**config.mk**
```make
export PLATFORM = sky130hd
export DESIGN_NAME = lane_issue_seq
export DESIGN_NICKNAME = d
export VERILOG_FILES = /design/src/rtl/lane_issue_seq.sv
export SDC_FILE = /design/constraint.sdc
export NUM_CORES = 1
export LEC_CHECK = 0
export CORE_ASPECT_RATIO = 1.1
export CORE_MARGIN = 2
export CORE_UTILIZATION = 48
export CTS_BUF_LIST = sky130_fd_sc_hd__clkbuf_4
export CTS_CLUSTER_DIAMETER = 100
export DETAILED_ROUTE_END_ITERATION = 12
export GPL_ROUTABILITY_DRIVEN = 0
export MAX_ROUTING_LAYER = met4
export PLACE_DENSITY = 0.87
export SLEW_MARGIN = 40
export SYNTH_ARGS = -nofsm -noshare
export SYNTH_HDL_FRONTEND = slang
export SYNTH_SLANG_ARGS = --single-unit
```
**constraint.sdc**
```tcl
create_clock -name clk -period 2.76 [get_ports clk]
set_clock_uncertainty 0.15 [all_clocks]
set_input_delay 0.276 -clock clk [delete_from_list [all_inputs] [get_ports clk]]
set_output_delay 0.276 -clock clk [all_outputs]
set_load 0.005 [all_outputs]
```
**src/rtl/lane_issue_seq.sv**
```systemverilog
module lane_issue_seq #(
  parameter int DIV_LAT = 4
) (
  input  logic       clk,
  input  logic       rst_n,
  input  logic       start,
  input  logic [3:0] mask_in,
  input  logic [1:0] op_in,
  output logic       busy,
  output logic       issue_valid,
  output logic [3:0] issue_threads,
  output logic [3:0] lane_en,
  output logic [7:0] lane_thread,
  output logic [7:0] lane_slice
);
  localparam logic [1:0] OP_S64  = 2'd0;
  localparam logic [1:0] OP_P128 = 2'd1;
  localparam logic [1:0] OP_F256 = 2'd2;
  localparam logic [1:0] OP_DIV  = 2'd3;
  localparam int CW = (DIV_LAT > 1) ? $clog2(DIV_LAT) : 1;

  logic [3:0]    rem;
  logic [1:0]    op_q;
  logic [CW-1:0] wait_q;
  logic [3:0]    low, pick;
  logic [2:0]    nsl;

  assign low = rem & (~rem + 4'd1);

  always_comb begin
    case (op_q)
      OP_S64:  pick = rem;
      OP_P128: pick = rem & (low | {low[1:0], low[3:2]});
      default: pick = low;
    endcase
  end

  assign issue_valid   = (rem != 4'd0) && (wait_q == '0);
  assign issue_threads = issue_valid ? pick : 4'd0;
  assign busy          = (rem != 4'd0) || (wait_q != '0);
  assign nsl           = (op_q == OP_P128) ? 3'd2 : (op_q == OP_F256) ? 3'd4 : 3'd1;

  always_comb begin
    lane_en     = 4'd0;
    lane_thread = 8'd0;
    lane_slice  = 8'd0;
    for (int j = 0; j < 4; j++) begin
      for (int t = 0; t < 4; t++) begin
        if (issue_threads[t] && ({1'b0, 2'(t ^ j)} < nsl)) begin
          lane_en[j]         = 1'b1;
          lane_thread[2*j+:2] = 2'(t);
          lane_slice[2*j+:2]  = 2'(t ^ j);
        end
      end
    end
  end

  always_ff @(posedge clk) begin
    if (!rst_n) begin
      rem    <= 4'd0;
      op_q   <= OP_S64;
      wait_q <= '0;
    end else if (start && !busy) begin
      rem  <= mask_in;
      op_q <= op_in;
    end else if (issue_valid) begin
      rem <= rem & ~pick;
      if (op_q == OP_DIV) wait_q <= CW'(DIV_LAT - 1);
    end else if (wait_q != '0) begin
      wait_q <= wait_q - 1'b1;
    end
  end

  a_r2_accept_busy: assert property (@(posedge clk) disable iff (!rst_n)
    start && !busy && (mask_in != 4'd0) |=> busy);
  a_r7_zero_mask_idle: assert property (@(posedge clk) disable iff (!rst_n)
    start && !busy && (mask_in == 4'd0) |=> !busy && !issue_valid);
  a_r3_scalar_done: assert property (@(posedge clk) disable iff (!rst_n)
    issue_valid && (op_q == OP_S64) |=> !busy);
  a_r4_pack_pair: assert property (@(posedge clk) disable iff (!rst_n)
    issue_valid && (op_q == OP_P128) |->
      ($countones(issue_threads) == 1) || (issue_threads == 4'b0101) || (issue_threads == 4'b1010));
  a_r5_full_single: assert property (@(posedge clk) disable iff (!rst_n)
    issue_valid && (op_q == OP_F256) |-> $countones(issue_threads) == 1);
  a_r6_div_gap: assert property (@(posedge clk) disable iff (!rst_n)
    (DIV_LAT > 1) && issue_valid && (op_q == OP_DIV) |=> !issue_valid);
  a_r8_hold_while_busy: assert property (@(posedge clk) disable iff (!rst_n)
    busy && !issue_valid |=> $stable(op_q));
  a_r1_lane_unique: assert property (@(posedge clk) disable iff (!rst_n)
    issue_valid |-> lane_en != 4'd0);
endmodule

```
==> impl_metrics.csv, run 1 <==
group,metric,value,unit
floorplanning,rows,16,
worst_setup_path,worstPathCellList,"inv_1 -> ha_4 -> nand2_1 -> o41ai_4 -> buf_2 -> a31o_2 -> clkdlybuf4s50_1",
placed_design,dp_slack,156,ps
finish,area_growth,45.4,%
cts,cts_tree,"done",
routing,final_antenna_net_count,0,
worst_setup_path,critPathMaxStageDelay,500,ps
routing,num_vias,955,
timing,slew_violations,0,
timing,timing.final.ws_setup,73.8,ps
placed_design,io_buffers,34,
timing,holdWs,313,ps
worst_setup_path,required,2330,ps
routing,met2WireLength,1.27,mm
routing,dr.max_layer_used,"met4",
cts,cts_root_buf,"clkbuf_4",
floorplanning,ios,35,
worst_hold_path,hp-class,"reg2reg",
synthesis,ys_top_cells_by_count,"nand2_1 (16), dfxtp_1 (8), nand3_1 (7)",
worst_setup_path,ff2ff_path_depth,7,
floorplanning,coreArea,1740,um2
timing,hold_violations,0,
global_routing,grt_pass1_vias,875,
worst_setup_path,r2r-end,"rem[3]",
routing,drt_iter0_drc,18,
job,cap_violations,0,
synthesis,avgSynthCellArea,8.11,um2
placed_design,dp_hpwl,1.78,mm
global_routing,antenna_found_initial,0,
routing,first_pass_iters,4,
synthesis,synthFlopType,"dfxtp_1",
worst_hold_path,min_from,"wait_q[1]",
synthesis,ys_warn_count,0,
timing,setup_viol,0,
worst_setup_path,crit_family,"buffers and inverters",
worst_setup_path,worstSetupPathType,"reg2out",
timing,tightest_slew,556,ps
floorplanning,initial_core_util,0.503,
synthesis,synth_top_cell_by_area,"dfxtp_1",
synthesis,synth.most_common_cell,"nand2_1",
synthesis,syn_area,876,um2
worst_setup_path,start_kind,"register",
routing,viasPerCell,6.12,
cts,htree_num_levels,1,
placed_design,place_inst,149,
synthesis,synth_enable_flop_cells,0,
worst_setup_path,r2r_start,"wait_q[0]",
worst_setup_path,end_kind,"output pin",
routing,drcViolationCount,0,
synthesis,ys_ff_latch,8,
cts,cts_buffers,3,
synthesis,synth_area_leaders,"dfxtp_1 (18%), ha_1 (8.6%), nand2_1 (6.9%)",
synthesis,synth_top_area_share,0.183,
finish,final_nets,155,
placed_design,postPlaceCellArea,1180,um2
finish,multi_input_area,636,um2
cts,clk_pin_slew,60,ps
synthesis,synth-async-reset-ratio,0,
routing,wl_per_cell,15.5,um
worst_hold_path,holdPathStages,2,
finish,regArea,163,um2
finish,drive_above_1_share,0.188,
pwr,powerDensity,870,nW/um2
worst_setup_path,r2r_slack,980,ps
finish,n_fill_cell,135,
synthesis,ys_seq_area_frac,0.183,
routing,wl,2.42,mm
finish,final_cells,156,
finish,diodes,0,
cts,clockBufferDepth,2,
synthesis,syn-num-nets,123,
global_routing,track_usage,0.234,
worst_setup_path,worst-path-buf-inv,3,
cts,cts_sinks,8,
routing,met3_length,103,um
worst_setup_path,critPathMaxFanout,5,
pwr,ir_worst_vdd,0.674,mV
worst_hold_path,holdPathEnd,"wait_q[1]",
floorplanning,die_w,44.7,um
finish,final_area,1270,um2
pwr,finalPower,1.11,mW
global_routing,overflow,0,
global_routing,grt_max_degree,17,
cts,clk_latency,260,ps
worst_setup_path,arrival,2260,ps
worst_setup_path,critPathSlowestCell,"clkdlybuf4s50_1",
floorplanning,die_area,2180,um2
run_status,status,"finished, final reports clean",
timing,post-route-period-util,0.973,
synthesis,ys_types,35,
timing,post-route-min-period,2690,ps
timing,relSlewSlack,0.629,
routing,wl_met1,986,um
global_routing,grt_pass1_wl,3.81,mm
timing,fmax,372,MHz
synthesis,syn_inst,108,
floorplanning,die_y,48.8,um
pwr,p_leak,0.572,nW
-- power by group --
| group | switching [mW] | internal, mW | total, mW |
|---|---|---|---|
| sequential | 0.0557 | 0.152 | 0.207 |
| clock | 0.0411 | 0.0498 | 0.0910 |
| combinational | 0.377 | 0.433 | 0.810 |
-- cells by family after synthesis --
family / share of synthesized area
buffers and inverters: 0.124
multiplexers: 0.0343
adder cells (fa/ha/maj): 0.0857
AO/OA/AOI/OAI: 0.329
AND/OR/NAND/NOR: 0.244
flip-flops: 0.183
-- worst max path at each step --
stage	to	slack (ps)	cells past startpoint	from
final	lane_thread[6]	70	7	wait_q[0]
after global routing	lane_slice[0]	-10	7	wait_q[0]
after CTS	lane_slice[7]	-20	7	op_q[1]
after detailed placement	lane_slice[5]	160	6	op_q[1]
after global placement	lane_slice[5]	240	6	op_q[0]
after floorplan	lane_thread[0]	680	8	wait_q[0]
-- final cells by class --
cell class,count,area share
sequential,8,0.128
multi-input combinational,79,0.499
clock buffer,3,0.0177
timing repair buffer,42,0.320
tap,18,0.0177
inverter,6,0.0177
-- through the flow --
step	util	TNS, ps
4_1_cts	0.692	-18.0
6_report	0.731	0
3_3_place_gp	0.679	0
5_1_grt	0.731	-40.5
3_5_place_dp	0.679	0
2_1_floorplan	-	0
-- metal layers --
metal / vias to the layer above / global-route usage
li1: 460 / -
met4: 0 / 0.136
met5: - / -
met3: 6 / 0.0259
met1: 455 / 0.274
met2: 34 / 0.374
-- state kept, by name, summed over array words and instances (netlist names) --
| signal | count |
|---|---|
| op_q | 2 |
| rem | 4 |
| wait_q | 2 |
-- worst register-to-register path, stage by stage (launching register included) --
cell	delay, ps
dfxtp_1	310
inv_1	100
ha_4	160
nand2_1	90
o41ai_4	480
buf_4	220
buf_4	100
o22ai_1	50
-- timing repair --
action / 4_1_cts / 5_1_grt
hold buffers: 0 / 0
buffers inserted: 0 / 3
gates resized for setup: 3 / 11
setup endpoints to repair: 5 / 18
cloned: 0 / 1
pin swaps: 0 / 2
hold endpoints to repair: 0 / 0
-- layout by cell type (no fill, tap or decap), drive strengths merged --
cell,synthesis,routed
a21o,3,3
ha,6,6
o2111ai,2,2
clkbuf,5,3
inv,6,6
nor2b,2,2
o211a,1,1
and4bb,1,1
o21ai,4,4
a221o,4,4
o41ai,1,1
a32oi,1,1
a22oi,1,1
o21a,2,2
nand2b,3,3
nor4,1,1
clkdlybuf4s50,0,30
nor2,3,3
a22o,3,3
a31o,1,1
dlymetal6s2s,0,3
o22ai,3,3
a21oi,2,2
mux2i,3,3
nand2,16,16
a2111oi,1,1
and2,1,1
dfxtp,8,8
nand3,7,7
buf,10,8
and3,3,3
a32o,4,4
dlygate4sd2,0,1
(Power assumes the default switching activity.)
==> inputs of run 2 (changes only) <==
Settings changed: SETUP_SLACK_MARGIN from default to 0.05.
==> run 2 against run 1 <==
  * Combinational power is 2% higher
  * Setup slack better by 27 ps
  * Highest routed layer unchanged
  * Hold slack hardly changed
  * Sequential cell count stayed put
  * Critical path type unchanged
  * Core utilization is 1.1 points higher
  * First-iteration DRC count is 50% higher
  * Critical path depth is 1 lower
  * Routed wire length is 2.3% higher
  * Count of clock-buffer cells in the layout stayed put
  * Largest cell class unchanged
==> impl_metrics.csv, run 2 (synthesis gave the netlist of run 1 again) <==
group,metric,value,unit
finish,reg.largest.list,"rem (4), op_q (2), wait_q (2)",
timing,relSlewSlack,0.654,
worst_setup_path,start_kind,"register",
finish,area_growth,47.7,%
routing,final_antenna_net_count,0,
worst_setup_path,critPathMaxStageDelay,580,ps
finish,top_register,"rem",
floorplanning,die_area,2180,um2
worst_setup_path,ff2ff_path_depth,7,
routing,viasPerCell,6.17,
timing,slew_violations,0,
placed_design,io_buffers,34,
job,cap_violations,0,
worst_setup_path,critPathMaxFanout,7,
run_status,status,"finished, final reports clean",
finish,final_core_util,0.743,
finish,final_cells,157,
pwr,finalPower,1.13,mW
finish,final_nets,156,
routing,wl_per_cell,15.7,um
timing,setup_viol,0,
finish,layout_common_cells,"clkdlybuf4s50_1 (29), nand2_1 (16), buf_4 (8)",
timing,tns,0,ps
cts,clockBufferDepth,2,
finish,drive_above_1_share,0.230,
cts,cts_buffers,3,
timing,rsz0062_at_grt,"false",
placed_design,postPlaceCellArea,1180,um2
cts,cts_sinks,8,
timing,timing.final.ws_setup,101,ps
worst_setup_path,end_kind,"output pin",
finish,diodes,0,
floorplanning,coreArea,1740,um2
worst_setup_path,cpMostUsedCell,"buf_4",
placed_design,place_inst,149,
placed_design,dp_hpwl,1.78,mm
routing,first_pass_iters,4,
timing,hold_violations,0,
global_routing,overflow,0,
worst_setup_path,worst-path-buf-inv,3,
worst_setup_path,arrival,2230,ps
finish,final_common_cell,"clkdlybuf4s50_1",
global_routing,antenna_found_initial,0,
pwr,p_leak,0.593,nW
routing,drcViolationCount,0,
global_routing,track_usage,0.245,
timing,tightest_slew,517,ps
worst_setup_path,worstSetupPathType,"reg2out",
worst_setup_path,critPathSlowestCell,"dfxtp_1",
worst_setup_path,startpoint,"rem[1]",
worst_setup_path,required,2330,ps
pwr,powerDensity,870,nW/um2
cts,htree_num_levels,1,
cts,clk_latency,260,ps
pwr,ir_worst_vdd,0.696,mV
routing,wl,2.47,mm
floorplanning,die_w,44.7,um
timing,fmax,376,MHz
global_routing,grt_pass1_vias,919,
floorplanning,ios,35,
finish,largest_reg_flops,4,
cts,cts_root_buf,"clkbuf_4",
global_routing,grt_max_degree,17,
worst_setup_path,r2r_start,"wait_q[0]",
routing,drt_iter0_drc,27,
floorplanning,die_y,48.8,um
timing,post-route-period-util,0.963,
global_routing,grt_pass1_wl,4.00,mm
routing,num_vias,968,
cts,cts_tree,"done",
finish,final_area,1290,um2
worst_setup_path,crit_family,"buffers and inverters",
worst_hold_path,min_from,"wait_q[1]",
floorplanning,rows,16,
timing,post-route-min-period,2660,ps
worst_hold_path,holdPathStages,2,
floorplanning,initial_core_util,0.503,
timing,holdWs,313,ps
cts,clk_pin_slew,50,ps
cts,hold_buffers,0,
placed_design,dp_slack,156,ps
worst_setup_path,cp.depth,6,
worst_hold_path,hp-class,"reg2reg",
worst_setup_path,worstPathCellList,"nor2b_4 -> o41ai_4 -> buf_4 -> buf_4 -> a221o_1 -> clkdlybuf4s50_1",
## run 2: changes by cell type in the layout (fill, tap and decap cells not counted), sizes merged
| cell | previous run | this run |
|---|---|---|
| dlymetal6s2s | 3 | 4 |
| buf | 8 | 9 |
| clkdlybuf4s50 | 30 | 29 |
## run 2: area by class of cell
type | count | area (um2)
tap | 18 | 22.5
fill | 139 | 448
timing repair buffer | 43 | 414
clock buffer | 3 | 22.5
sequential | 8 | 164
multi-input combinational | 79 | 648
inverter | 6 | 22.5
## run 2: final timing paths
| check | endpoint | slack, ps |
|---|---|---|
| hold reg to reg | wait_q[1] | 310 |
| setup / recovery | lane_en[0] | 100 |
| setup reg to reg | rem[3] | 1150 |
| hold / removal | wait_q[1] | 310 |
## run 2: report_power, final
group          total (mW)  internal [mW]  switching, mW
logic               0.825          0.445          0.379
clock network      0.0903         0.0498         0.0405
registers           0.210          0.152         0.0580
## run 2: timing repair
| action | 4_1_cts | 5_1_grt |
|---|---|---|
| setup buffers | 1 | 3 |
| gates cloned | 1 | 0 |
| pin swaps | 2 | 2 |
| resized for setup | 9 | 11 |
| setup endpoints to repair | 16 | 17 |
## run 2: worst min-delay path: cells and delay by family, from the launching register on
family	cells	cell delay, ps
flip-flops	1	300
multiplexers	1	60
AND/OR/NAND/NOR	1	50
## run 2: routing by layer
| metal | up-vias | global-route usage | wire [um] | share of wire |
|---|---|---|---|---|
| met5 | - | - | 0 | 0 |
| met2 | 45 | 0.401 | 1290 | 0.52 |
| met1 | 451 | 0.279 | 969 | 0.39 |
| li1 | 464 | - | - | - |
| met3 | 8 | 0.0222 | 138 | 0.056 |
| met4 | 0 | 0.146 | 74 | 0.030 |
==> inputs of run 3 (changes only) <==
Settings changed: REMOVE_ABC_BUFFERS from default to 1, TNS_END_PERCENT from default to 30.
==> run 3 against run 2 <==
  * Final area down 3.7%
  * Count of clock-buffer cells in the layout unchanged
  * Die area unchanged
  * Power down 7.3%
  * Clock power about the same
  * First-iteration DRC count down 26%
  * Global-route usage down 3.9 points
  * Sequential share of layout area up 0.58 points
  * Sequential power down 5%
  * Combinational power down 8.6%
  * Critical path type unchanged
==> impl_metrics.csv, run 3 (synthesis gave the netlist of run 1 again) <==
group,metric,value,unit
routing,final_antenna_net_count,0,
floorplanning,coreArea,1740,um2
timing,slew_violations,0,
worst_hold_path,hp-class,"reg2reg",
placed_design,place_inst,149,
finish,reg.largest.list,"rem (4), op_q (2), wait_q (2)",
finish,drive_above_1_share,0.169,
cts,cts_buffers,3,
worst_setup_path,r2r-end,"rem[3]",
cts,clockBufferDepth,2,
cts,cts_tree,"done",
run_status,status,"finished, final reports clean",
finish,top_register,"rem",
timing,hold_violations,0,
floorplanning,die_w,44.7,um
routing,wl_per_cell,13.2,um
timing,relSlewSlack,0.660,
routing,drcViolationCount,0,
placed_design,io_buffers,34,
finish,final_area,1250,um2
timing,fmax,378,MHz
timing,tns,0,ps
finish,final_nets,153,
worst_setup_path,end_kind,"output pin",
finish,diodes,0,
floorplanning,rows,16,
worst_setup_path,start_kind,"register",
finish,area_growth,42.3,%
timing,tightest_slew,508,ps
worst_setup_path,worstSetupPathType,"reg2out",
routing,drt_iter0_drc,20,
worst_setup_path,required,2330,ps
cts,clk_latency,260,ps
placed_design,dp_hpwl,1.55,mm
worst_setup_path,crit_end,"lane_en[3]",
placed_design,postPlaceCellArea,1180,um2
timing,post-route-min-period,2640,ps
pwr,finalPower,1.04,mW
worst_setup_path,r2r_slack,1130,ps
routing,viasPerCell,6.01,
timing,holdWs,310,ps
global_routing,track_usage,0.205,
cts,cts_root_buf,"clkbuf_4",
global_routing,grt_max_degree,18,
worst_setup_path,critPathMaxFanout,8,
finish,largest_reg_flops,4,
global_routing,grt_pass1_wl,3.40,mm
global_routing,grt_pass1_vias,806,
cts,clk_pin_slew,50,ps
cts,hold_buffers,0,
job,cap_violations,0,
timing,rsz0062_at_grt,"true",
floorplanning,initial_core_util,0.503,
finish,final_cells,154,
finish,final_common_cell,"clkdlybuf4s50_1",
timing,setup_viol,0,
routing,num_vias,926,
finish,final_core_util,0.716,
worst_setup_path,r2r_start,"rem[1]",
pwr,powerDensity,837,nW/um2
floorplanning,die_area,2180,um2
global_routing,antenna_found_initial,0,
cts,cts_sinks,8,
placed_design,dp_slack,156,ps
routing,wl,2.04,mm
timing,timing.final.ws_setup,116,ps
timing,post-route-period-util,0.958,
floorplanning,ios,35,
worst_setup_path,ff2ff_path_depth,4,
global_routing,overflow,0,
pwr,ir_worst_vdd,0.600,mV
worst_setup_path,startpoint,"op_q[0]",
finish,layout_common_cells,"clkdlybuf4s50_1 (33), nand2_1 (16), nand3_1 (7)",
floorplanning,die_y,48.8,um
pwr,p_leak,0.499,nW
routing,first_pass_iters,4,
worst_setup_path,arrival,2220,ps
cts,htree_num_levels,1,
## run 3: cell count changes in the layout (fill, tap and decap cells not counted), moves of 2 or more
cell / change
dfxtp_2: -2
buf_4: -3
dlymetal6s2s_1: -4
clkdlybuf4s50_1: +4
## run 3: area by class of cell
| type | instances | area [um2] |
|---|---|---|
| timing repair buffer | 40 | 388 |
| inverter | 6 | 22.5 |
| clock buffer | 3 | 22.5 |
| multi-input combinational | 79 | 626 |
| tap | 18 | 22.5 |
| sequential | 8 | 165 |
| fill | 144 | 495 |
## run 3: report_power, final
| part | total [mW] | internal (mW) | switching [mW] |
|---|---|---|---|
| sequential | 0.199 | 0.153 | 0.0462 |
| combinational | 0.754 | 0.399 | 0.356 |
| clock | 0.0901 | 0.0498 | 0.0403 |
| total | 1.04 | 0.601 | 0.442 |
## run 3: worst min path at each step
stage / from / slack (ps) / cells after the start / to
floorplan: mask_in[0] / 260 / 2 / rem[0]
global placement: wait_q[1] / 300 / 2 / wait_q[1]
detailed placement: wait_q[1] / 310 / 2 / wait_q[1]
CTS: wait_q[1] / 320 / 2 / wait_q[1]
global route: wait_q[1] / 350 / 2 / wait_q[1]
finish: wait_q[1] / 310 / 2 / wait_q[1]
## run 3: worst max-delay path, cell delays in order, from the launching register on
cell,delay [ps]
dfxtp_2,350
inv_1,80
ha_2,210
a21o_1,230
o211a_4,310
a221o_1,340
clkdlybuf4s50_1,440
## run 3: routing by layer
metal | share of wire | track usage | routed length (um) | vias to the layer above
met3 | 0.061 | 0.0148 | 124 | 5
li1 | - | - | - | 451
met5 | 0 | - | 0 | -
met2 | 0.49 | 0.350 | 990 | 34
met4 | 0.021 | 0.101 | 43 | 0
met1 | 0.43 | 0.233 | 881 | 436
## run 3: repair_timing
item,4_1_cts,5_1_grt
pin swaps,0,1
endpoints found under the setup margin,6,12
setup buffers,0,2
resized for setup,6,4
